[src/rtl/pic_pkg.sv]
package pic_pkg;
  localparam int unsigned IRQ_N  = 8;
  localparam int unsigned IDX_W  = $clog2(IRQ_N);
  localparam int unsigned DATA_W = 8;

  typedef enum logic [1:0] {
    ACK_IDLE,
    ACK_FIRST,
    ACK_GAP,
    ACK_SECOND
  } ack_state_e;
endpackage

[src/rtl/pic_req_capture.sv]
module pic_req_capture
  import pic_pkg::*;
#(
  parameter int unsigned N = IRQ_N
) (
  input  logic         clk_i,
  input  logic         rst_ni,
  input  logic [N-1:0] irq_i,
  input  logic [N-1:0] clr_i,
  output logic [N-1:0] irr_o
);
  logic [N-1:0] irq_q;
  logic [N-1:0] irr_q;

  // per-line edge detector; a new edge wins over a grant clear
  for (genvar g = 0; g < N; g++) begin : g_line
    always_ff @(posedge clk_i or negedge rst_ni) begin
      if (!rst_ni) begin
        irq_q[g] <= 1'b0;
        irr_q[g] <= 1'b0;
      end else begin
        irq_q[g] <= irq_i[g];
        irr_q[g] <= (irq_i[g] & ~irq_q[g]) | (irr_q[g] & ~clr_i[g]);
      end
    end
  end

  assign irr_o = irr_q;
endmodule

[src/rtl/pic_prio_resolve.sv]
module pic_prio_resolve
  import pic_pkg::*;
#(
  parameter int unsigned N  = IRQ_N,
  parameter int unsigned IW = $clog2(N)
) (
  input  logic          clk_i,
  input  logic          rst_ni,
  input  logic [N-1:0]  irr_i,
  input  logic [N-1:0]  isr_i,
  output logic          win_vld_o,
  output logic [IW-1:0] win_idx_o
);
  logic [N-1:0] open_mask;
  logic [N-1:0] elig;
  logic         none_above;

  // a level is open only if no level at or above it is in service
  always_comb begin
    none_above = 1'b1;
    for (int i = 0; i < N; i++) begin
      none_above   = none_above & ~isr_i[i];
      open_mask[i] = none_above;
    end
  end

  assign elig = irr_i & open_mask;

  always_comb begin
    win_vld_o = 1'b0;
    win_idx_o = '0;
    for (int i = N - 1; i >= 0; i--) begin
      if (elig[i]) begin
        win_vld_o = 1'b1;
        win_idx_o = IW'(i);
      end
    end
  end

  logic [N-1:0] upto_win;
  always_comb begin
    for (int i = 0; i < N; i++) upto_win[i] = (i <= int'(win_idx_o));
  end

  assert_preempt_R4: assert property (@(posedge clk_i) disable iff (!rst_ni)
    win_vld_o |-> (((isr_i & upto_win) == '0) && irr_i[win_idx_o]));
endmodule

[src/rtl/pic_ack_ctrl.sv]
module pic_ack_ctrl
  import pic_pkg::*;
#(
  parameter int unsigned N  = IRQ_N,
  parameter int unsigned IW = $clog2(N),
  parameter int unsigned DW = DATA_W,
  localparam int unsigned BW = DW - IW
) (
  input  logic          clk_i,
  input  logic          rst_ni,
  input  logic          inta_ni,
  input  logic          is_master_i,
  input  logic [N-1:0]  slave_mask_i,
  input  logic [IW-1:0] slave_id_i,
  input  logic [BW-1:0] base_i,
  input  logic [IW-1:0] cas_i,
  input  logic          win_vld_i,
  input  logic [IW-1:0] win_idx_i,
  output logic          idle_o,
  output logic          commit_o,
  output logic [IW-1:0] commit_idx_o,
  output logic [IW-1:0] cas_o,
  output logic          cas_oe_o,
  output logic [DW-1:0] data_o,
  output logic          data_oe_o
);
  ack_state_e    state_q, state_d;
  logic          inta_q;
  logic          ack_fall, ack_rise;
  logic [IW-1:0] g_idx_q;
  logic          g_vld_q;
  logic          sel_q;
  logic          cas_hit;
  logic          m_commit, s_commit;

  assign ack_fall = inta_q & ~inta_ni;
  assign ack_rise = ~inta_q & inta_ni;
  assign cas_hit  = (cas_i == slave_id_i);

  assign m_commit = is_master_i && (state_q == ACK_IDLE) && ack_fall && win_vld_i;
  assign s_commit = !is_master_i && (state_q == ACK_FIRST) && ack_rise && g_vld_q && cas_hit;

  always_comb begin
    state_d = state_q;
    unique case (state_q)
      ACK_IDLE:   if (ack_fall) state_d = ACK_FIRST;
      ACK_FIRST:  if (ack_rise) state_d = ACK_GAP;
      ACK_GAP:    if (ack_fall) state_d = ACK_SECOND;
      ACK_SECOND: if (ack_rise) state_d = ACK_IDLE;
      default:    state_d = ACK_IDLE;
    endcase
  end

  always_ff @(posedge clk_i or negedge rst_ni) begin
    if (!rst_ni) begin
      state_q <= ACK_IDLE;
      inta_q  <= 1'b1;
      g_idx_q <= '0;
      g_vld_q <= 1'b0;
      sel_q   <= 1'b0;
    end else begin
      state_q <= state_d;
      inta_q  <= inta_ni;
      if (state_q == ACK_IDLE && ack_fall) begin
        // no eligible request: answer with the lowest level
        g_idx_q <= win_vld_i ? win_idx_i : IW'(N - 1);
        g_vld_q <= win_vld_i;
        sel_q   <= is_master_i && !(win_vld_i && slave_mask_i[win_idx_i]);
      end else if (state_q == ACK_FIRST && ack_rise && !is_master_i) begin
        sel_q <= cas_hit;
      end else if (state_q == ACK_SECOND && ack_rise) begin
        sel_q <= 1'b0;
      end
    end
  end

  assign idle_o       = (state_q == ACK_IDLE);
  assign commit_o     = m_commit | s_commit;
  assign commit_idx_o = is_master_i ? win_idx_i : g_idx_q;

  assign cas_oe_o  = is_master_i && (state_q != ACK_IDLE) && g_vld_q && slave_mask_i[g_idx_q];
  assign cas_o     = cas_oe_o ? g_idx_q : '0;
  assign data_oe_o = (state_q == ACK_SECOND) && sel_q;
  assign data_o    = data_oe_o ? {base_i, g_idx_q} : '0;

  assert_bus_excl_R7: assert property (@(posedge clk_i) disable iff (!rst_ni)
    cas_oe_o |-> !data_oe_o);

  assert_vec_after_ack_R5: assert property (@(posedge clk_i) disable iff (!rst_ni)
    data_oe_o |-> !$past(inta_ni));
endmodule

[src/rtl/pic_core.sv]
module pic_core
  import pic_pkg::*;
#(
  parameter int unsigned N  = IRQ_N,
  parameter int unsigned DW = DATA_W,
  localparam int unsigned IW = $clog2(N),
  localparam int unsigned BW = DW - IW
) (
  input  logic          clk_i,
  input  logic          rst_ni,
  input  logic [N-1:0]  irq_i,
  input  logic          inta_ni,
  input  logic          eoi_i,
  input  logic          eoi_spec_i,
  input  logic [IW-1:0] eoi_lvl_i,
  input  logic          is_master_i,
  input  logic [N-1:0]  slave_mask_i,
  input  logic [IW-1:0] slave_id_i,
  input  logic [BW-1:0] base_i,
  input  logic [IW-1:0] cas_i,
  output logic [IW-1:0] cas_o,
  output logic          cas_oe_o,
  output logic          intr_o,
  output logic [DW-1:0] data_o,
  output logic          data_oe_o
);
  logic [N-1:0]  irr;
  logic [N-1:0]  isr_q;
  logic [N-1:0]  set_vec, clr_vec, top_vec;
  logic          win_vld;
  logic [IW-1:0] win_idx;
  logic          idle;
  logic          commit;
  logic [IW-1:0] commit_idx;
  logic          found;

  pic_req_capture #(.N(N)) u_req (
    .clk_i  (clk_i),
    .rst_ni (rst_ni),
    .irq_i  (irq_i),
    .clr_i  (set_vec),
    .irr_o  (irr)
  );

  pic_prio_resolve #(.N(N), .IW(IW)) u_prio (
    .clk_i     (clk_i),
    .rst_ni    (rst_ni),
    .irr_i     (irr),
    .isr_i     (isr_q),
    .win_vld_o (win_vld),
    .win_idx_o (win_idx)
  );

  pic_ack_ctrl #(.N(N), .IW(IW), .DW(DW)) u_ack (
    .clk_i        (clk_i),
    .rst_ni       (rst_ni),
    .inta_ni      (inta_ni),
    .is_master_i  (is_master_i),
    .slave_mask_i (slave_mask_i),
    .slave_id_i   (slave_id_i),
    .base_i       (base_i),
    .cas_i        (cas_i),
    .win_vld_i    (win_vld),
    .win_idx_i    (win_idx),
    .idle_o       (idle),
    .commit_o     (commit),
    .commit_idx_o (commit_idx),
    .cas_o        (cas_o),
    .cas_oe_o     (cas_oe_o),
    .data_o       (data_o),
    .data_oe_o    (data_oe_o)
  );

  // highest-priority in-service level, for non-specific EOI
  always_comb begin
    top_vec = '0;
    found   = 1'b0;
    for (int i = 0; i < N; i++) begin
      if (isr_q[i] && !found) begin
        top_vec[i] = 1'b1;
        found      = 1'b1;
      end
    end
  end

  assign set_vec = commit ? (N'(1) << commit_idx) : '0;
  assign clr_vec = !eoi_i ? '0 : (eoi_spec_i ? (N'(1) << eoi_lvl_i) : top_vec);

  always_ff @(posedge clk_i or negedge rst_ni) begin
    if (!rst_ni) isr_q <= '0;
    else         isr_q <= (isr_q & ~clr_vec) | set_vec;
  end

  assign intr_o = idle && win_vld;

  assert_single_grant_R5: assert property (@(posedge clk_i) disable iff (!rst_ni)
    1'b1 |=> ($countones(isr_q & ~$past(isr_q)) <= 1));

  assert_eoi_spec_R6: assert property (@(posedge clk_i) disable iff (!rst_ni)
    (eoi_i && eoi_spec_i && !commit) |=> !isr_q[$past(eoi_lvl_i)]);

  assert_eoi_top_R6: assert property (@(posedge clk_i) disable iff (!rst_ni)
    (eoi_i && !eoi_spec_i && (isr_q != '0) && !commit)
      |=> ($countones(isr_q) + 1 == $countones($past(isr_q))));
endmodule

[config.mk]
export PLATFORM = sky130hd
export DESIGN_NAME = pic_core
export DESIGN_NICKNAME = d
export VERILOG_FILES = /design/src/rtl/pic_pkg.sv /design/src/rtl/pic_req_capture.sv /design/src/rtl/pic_prio_resolve.sv /design/src/rtl/pic_ack_ctrl.sv /design/src/rtl/pic_core.sv
export SDC_FILE = /design/constraint.sdc
export NUM_CORES = 1
export LEC_CHECK = 0
export ABC_AREA = 1
export BUFFER_PORTS_ARGS = -buffer_cell sky130_fd_sc_hd__buf_4
export CELL_PAD_IN_SITES_DETAIL_PLACEMENT = 1
export CELL_PAD_IN_SITES_GLOBAL_PLACEMENT = 1
export CORE_ASPECT_RATIO = 2
export CORE_UTILIZATION = 40
export DETAILED_ROUTE_END_ITERATION = 8
export GPL_TIMING_DRIVEN = 0
export PLACE_DENSITY = 0.87
export SLEW_MARGIN = 20
export SYNTH_ARGS = -nofsm -noshare
export SYNTH_HDL_FRONTEND = slang
export SYNTH_SLANG_ARGS = --single-unit
export TNS_END_PERCENT = 100
[constraint.sdc]
create_clock -name clk_i -period 5.3 [get_ports clk_i]
set_clock_uncertainty 0.2 [all_clocks]
set_input_delay 0 -clock clk_i [delete_from_list [all_inputs] [get_ports clk_i]]
set_output_delay 0 -clock clk_i [all_outputs]
set_load 0.02 [all_outputs]
* After elaboration in Yosys (flattened, before gate mapping) *
Cells that the tools add are included.
Widths: inputs -> output; s select.

word-level totals
  output and inout port bits = 14
  word-level logic and storage cells = 185
  flip-flop bits (word level) = 32

operators by class
  shifts and indexed selects = 2
  $lt $le $gt $ge = 2
  equal/unequal tests = 8
  reductions and logical operators = 38
  bitwise logic cells = 64
  multiplexer cells = 49

operator list
  operator             count
  $mux 3               11
  $mux 8               4
  $mux 1               27
  $not 1->1            26
  $and 1x1->1          25
  $logic_and 1x1->1    25
  $and 8x8->8          2
  $shl 1x3->8 const A  2
  $logic_not 1->1      9
  $or 1x1->1           9
  $lt 3x4->1 const B   2
  $mux 2               4
  $ne 2x1->1 const B   4
  $not 8->8            1
  $or 8x8->8           1
  $pmux 2 s4           1
  $bmux 1 s3           2
  $eq 2x2->1 const B   2
  $reduce_and 4->1     1
  $eq 3x3->1           1
  $reduce_bool 3->1    1
  $eq 2x1->1 const B   1
  $logic_not 2->1      1
  $reduce_bool 2->1    1

* Logic depth before layout (Yosys ltp) *
  word-level depth = 27
  mapped depth = 15

* Hierarchy *
From an unflattened synthesis, not the netlist that was laid out.

unflattened totals
  cells, all modules = 311
  area total of the unflattened synthesis = 2,113.3 um2

by module, submodules not included
  module            seq. area each (um2)  cells each  area each (um2)  times used
  pic_ack_ctrl      201.4                 124         754.5            1
  pic_core          200.2                 95          601.8            1
  pic_req_capture   400.4                 56          550.5            1
  pic_prio_resolve  0.0                   36          206.4            1

* Worst setup path after synthesis *
No wires, ideal clock.

  path kind = register to register
  start point = register isr_q[0]
  end point = register u_req.irr_q[5] (netlist: u_req.irr_o[5])
  cell stages (with the launch flop) = 14
  path slack = 3,321 ps
  required time = 4,983 ps
  arrival = 1,662 ps
  clock period less this slack = 1,979 ps
  buffers on the path = 0
  cells stage by stage = dfrtp_1 -> nor2_4 -> nand4_4 -> nor2_4 -> nand2_1 -> nand2_1 -> a21oi_1 -> or2_1 -> o21ai_2 -> nand2_2 -> clkinv_2 -> nand3_1 -> nand2_1 -> o21ai_2

between the ends
  word-level cells in the longest chain between the ends = 23

RTL lines
  what                                           RTL line                                source
  from (decl)                                    pic_core.sv:28                          logic [N-1:0] isr_q;
  from (signal assigned)                         pic_core.sv:91                          else isr_q <= (isr_q & ~clr_vec) | set_vec;
  $not 1->1 (*)                                  pic_prio_resolve.sv:22                  none_above = none_above & ~isr_i[i];
  $and 1x1->1 (7 in a row)                       pic_prio_resolve.sv:22
  $and 8x8->8 (*)                                pic_prio_resolve.sv:27                  assign elig = irr_i & open_mask;
  $mux 3 or $mux 1 (tied branches) (8 in a row)  pic_prio_resolve.sv:33                  if (elig[i]) begin
  $mux 3 or $logic_and 1x1->1 (tied branches)    pic_ack_ctrl.sv:79, pic_ack_ctrl.sv:40
  $shl 1x3->8 or $or 1x1->1 (tied branches)      pic_core.sv:86, pic_ack_ctrl.sv:78
  $mux 8 (*)                                     pic_core.sv:86                          assign set_vec = commit ? (N'(1) << commit_idx) : '0;
  $not 1->1 (*)                                  pic_req_capture.sv:23                   irr_q[g] <= (irq_i[g] & ~irq_q[g]) | (irr_q[g] & ~clr_i[g]);
  $and 1x1->1 (*)                                pic_req_capture.sv:23
  $or 1x1->1 (*)                                 pic_req_capture.sv:23
  to (signal, indexed assignment)                pic_req_capture.sv:23
  to (decl)                                      pic_req_capture.sv:13                   logic [N-1:0] irr_q;

Mark *: on every way between the ends. The rest lies on a longest branch, timed or not.
A chain may end at the register's enable or synchronous reset.

* Worst setup path after layout *
  start point = register isr_q[0]
  end point = register u_ack.sel_q

between the ends
  word-level cells in the longest chain between the ends = 23

RTL lines
  what                          RTL line                source
  $not 1->1 (*)                 pic_prio_resolve.sv:22
  $and 1x1->1 (7 in a row)      pic_prio_resolve.sv:22
  $and 8x8->8 (*)               pic_prio_resolve.sv:27
  $mux 3 (8 in a row)           pic_prio_resolve.sv:33
  $bmux 1 s3                    pic_ack_ctrl.sv:68      sel_q <= is_master_i && !(win_vld_i && slave_mask_i[win_idx_i]);
  $mux 1 (not written as such)  pic_ack_ctrl.sv:68
  $logic_and 1x1->1 (*)         pic_ack_ctrl.sv:68
  $logic_not 1->1 (*)           pic_ack_ctrl.sv:68
  $logic_and 1x1->1 (*)         pic_ack_ctrl.sv:68
  $mux 1 (*)                    pic_ack_ctrl.sv:64      if (state_q == ACK_IDLE && ack_fall) begin
  to (signal assigned)          pic_ack_ctrl.sv:68
  to (signal assigned)          pic_ack_ctrl.sv:70      sel_q <= cas_hit;
  to (decl)                     pic_ack_ctrl.sv:32      logic sel_q;

Mark *: on every way between the ends. The rest lies on a longest branch, timed or not. The select of a mux whose other input is x is not followed.

==> metrics.yaml <==
run_status: "finished, final reports clean"
timing.slew.headroom: 0.745
count_of_maximum_capacitance_violations: 0
timing.final.crit_share: 0.532
syn_nets: 296
total_leakage_power_uw: 0.00145
min_period_ps: 2820
groute.usage.overall: 0.269
die_h_um: 99.7
first_global_vias: 2247
cts_tree: "done"
route.detailed.wl_per_inst_um: 15.2
syn-cell-area_sq_mm: 0.00191
timing.fmax_ghz: 0.354
count_of_nets_after_finishing: 373
hold_class: "in -> reg"
critical-path-slowest-cell: "sky130_fd_sc_hd__dlygate4sd3_1"
clock_tree.root_cell: "sky130_fd_sc_hd__clkbuf_8"
netlist_instances: 256
drt_drc_violations_left: 0
totalWireLength_um: 5920
placementRows: 35
core_sq_mm: 0.00460
port_buffers: 48
globalRouteOverflowTotal: 0
global_route_wire_length_before_repair_um: 10100
finish.utilization: 0.583
flip_flop_and_latch_count_after_synthesis: 32
slew_violations: 0
total_clock_buffers_created_by_cts: 5
detailed_routing_iteration_count_for_the_pre_antenna_repair_pass: 4
clock_sinks: 32
timing.hold.ws_ps: 25.4
crit_path_cell_trace: "nor2_4, nand4_4, nor3_2, nand2_1, o21bai_1, nand2_1, inv_1, nand3_1, nand3_1, nand3_1, nand3_1, dlygate4sd3_1"
critical_path.startpoint: "isr_q[0]"
crit_top_cell: "sky130_fd_sc_hd__nand3_1"
initial_core_util: 0.415
worst_setup_path_end_kind: "flip-flop"
ys_warnings: 0
post_synth_num_cell_types: 33
grt_start_max_net_pins: 26
n_fill_cell: 585
worstSetupStartpointType: "flip-flop"
avgSynthCellArea_sq_um: 7.45
critPathArrivalTime_ps: 2840
worst_hold_startpoint: "eoi_spec_i"
first_iter_violations: 15
drive_gt1_frac: 0.228
die_width_um: 50.8
vias: 1999
dp_hpwl_um: 4220
postRouteAntennaNets: 0
hold_violations: 0
clock_insertion_delay_worst_skew_ps: 280
power_density_mw_per_mm2: 353
cts_max_path_buffers: 2
setup-tns-final_ps: 0
die_area_sq_mm: 0.00507
critPathKind: "reg -> reg"
timing.rr.start: "isr_q[0]"
ys_seq_area_frac: 0.420
count_of_buffers_added_by_post_cts_timing_repair_for_setup: 0
cts.clk_slew.worst_paths_ps: 70
crit_fanout: 5
areaGrowthSynthToFinish_pct: 40.4
critical-path-max-stage-delay_ps: 550
setup-violations-final: 0
max-vdd-ir-drop_v: 0.000228
worst-endpoint-required_ps: 5320
antenna_found_initial: 0
io_pins: 50
grt_setup_unrepaired: "no"
timing_worst_slew_pin_value_ps: 382
post_drt_via_cell_ratio: 5.14
htree_levels: 2
finalWeightedCongestion: 0.817
antenna_cells: 0
==> report_power, final <==
part	internal (uW)	switching (uW)
Combinational	150	249
Sequential	281	33.1
Clock	139	94.2
==> flip-flops by register name (all words and copies together) (netlist names) <==
signal         flops
isr_q              8
u_ack.g_idx_q      3
u_ack.g_vld_q      1
u_ack.inta_q       1
u_ack.sel_q        1
u_ack.state_q      2
u_req.irq_q        8
u_req.irr_o        8
==> critical path, delay by kind of cell, from the launching register on <==
family                 cells  cell delay (ps)
and+or+nand+nor            9             1220
buffers and inverters      2              680
DFF                        1              440
AOI/OAI and AO/OA          1              220
==> cell usage after synthesis (all sizes together) <==
library cell	number	area (sq um)
o31ai	1	7.51
dfstp	1	26.3
a31oi	3	18.8
o221ai	1	8.76
clkbuf	1	3.75
dfrtp	31	776
nand3b	1	7.51
o211ai	3	22.5
inv	49	184
nand3	25	125
o22ai	1	6.26
clkinv	1	5.00
nand2	64	248
xnor2	3	26.3
or2	1	6.26
nor3	3	20.0
a22oi	2	15.0
ha	4	50.1
nand4	3	33.8
a21oi	1	5.00
a211oi	1	7.51
nor2	25	114
o21ai	30	184
o21bai	1	7.51
==> placed cells by master, fill, tap and decap left out, drive strengths merged, types with 2 or more instances in the layout <==
master,Yosys,routed
nand2,64,64
inv,49,49
buf,0,49
dfrtp,31,31
o21ai,30,30
nand3,25,25
nor2,25,25
dlygate4sd3,0,21
clkbuf,1,6
ha,4,4
o211ai,3,3
xnor2,3,3
a31oi,3,3
nor3,3,3
nand4,3,3
clkinv,1,2
a22oi,2,2
==> what timing repair did <==
action | CTS | global route
resized for setup | 0 | 0
hold buffers | 22 | 0
hold endpoints to repair | 60 | 0
==> cell type report <==
type                    count  area, sq um  share of cell area
clock buffers               5         68.8              0.0257
repair buffers             70          591               0.220
flip-flops and latches     32          802               0.299
inverters                  50          189              0.0705
multi-input cells         173          913               0.341
well taps                  55         68.8              0.0257
plain buffers               1         3.75             0.00140
clock inverters             3         42.5              0.0159
==> routing by layer <==
layer	global-route usage	part of all wire	up-vias
met5	0	0	-
met4	0.105	0.028	0
met3	0.0275	0.021	13
met2	0.542	0.62	48
met1	0.261	0.34	969
li1	-	-	969
==> kinds of logic after synthesis <==
family | share of synthesized area
buf+inv | 0.101
flops | 0.420
simple gates | 0.290
fa+ha+maj | 0.0262
xor+xnor | 0.0138
compound gates | 0.148
==> metrics by stage <==
| step | cells | cell area (sq um) | setup WS, ps | power [uW] |
|---|---|---|---|---|
| floorplan | 256 | 1910 | 3320 | 558 |
| global route | 389 | 2680 | 2330 | 1010 |
| global placement | 359 | 2340 | 3060 | 670 |
| finish | 389 | 2680 | 2480 | 946 |
| detailed placement | 359 | 2340 | 2970 | 689 |
| CTS | 389 | 2680 | 2550 | 946 |
==> worst paths after layout <==
kind	end	slack (ps)	cells after the start
worst max-delay path	u_ack.sel_q	2480	12
worst min register to register	u_req.irr_o[2]	210	1
worst max register to register	u_ack.sel_q	2480	12
max in group asynchronous	u_ack.state_q[0]	4110	4
min in group asynchronous	u_ack.g_vld_q	440	3
worst min-delay path	isr_q[6]	30	4
(Power assumes the default switching activity.)
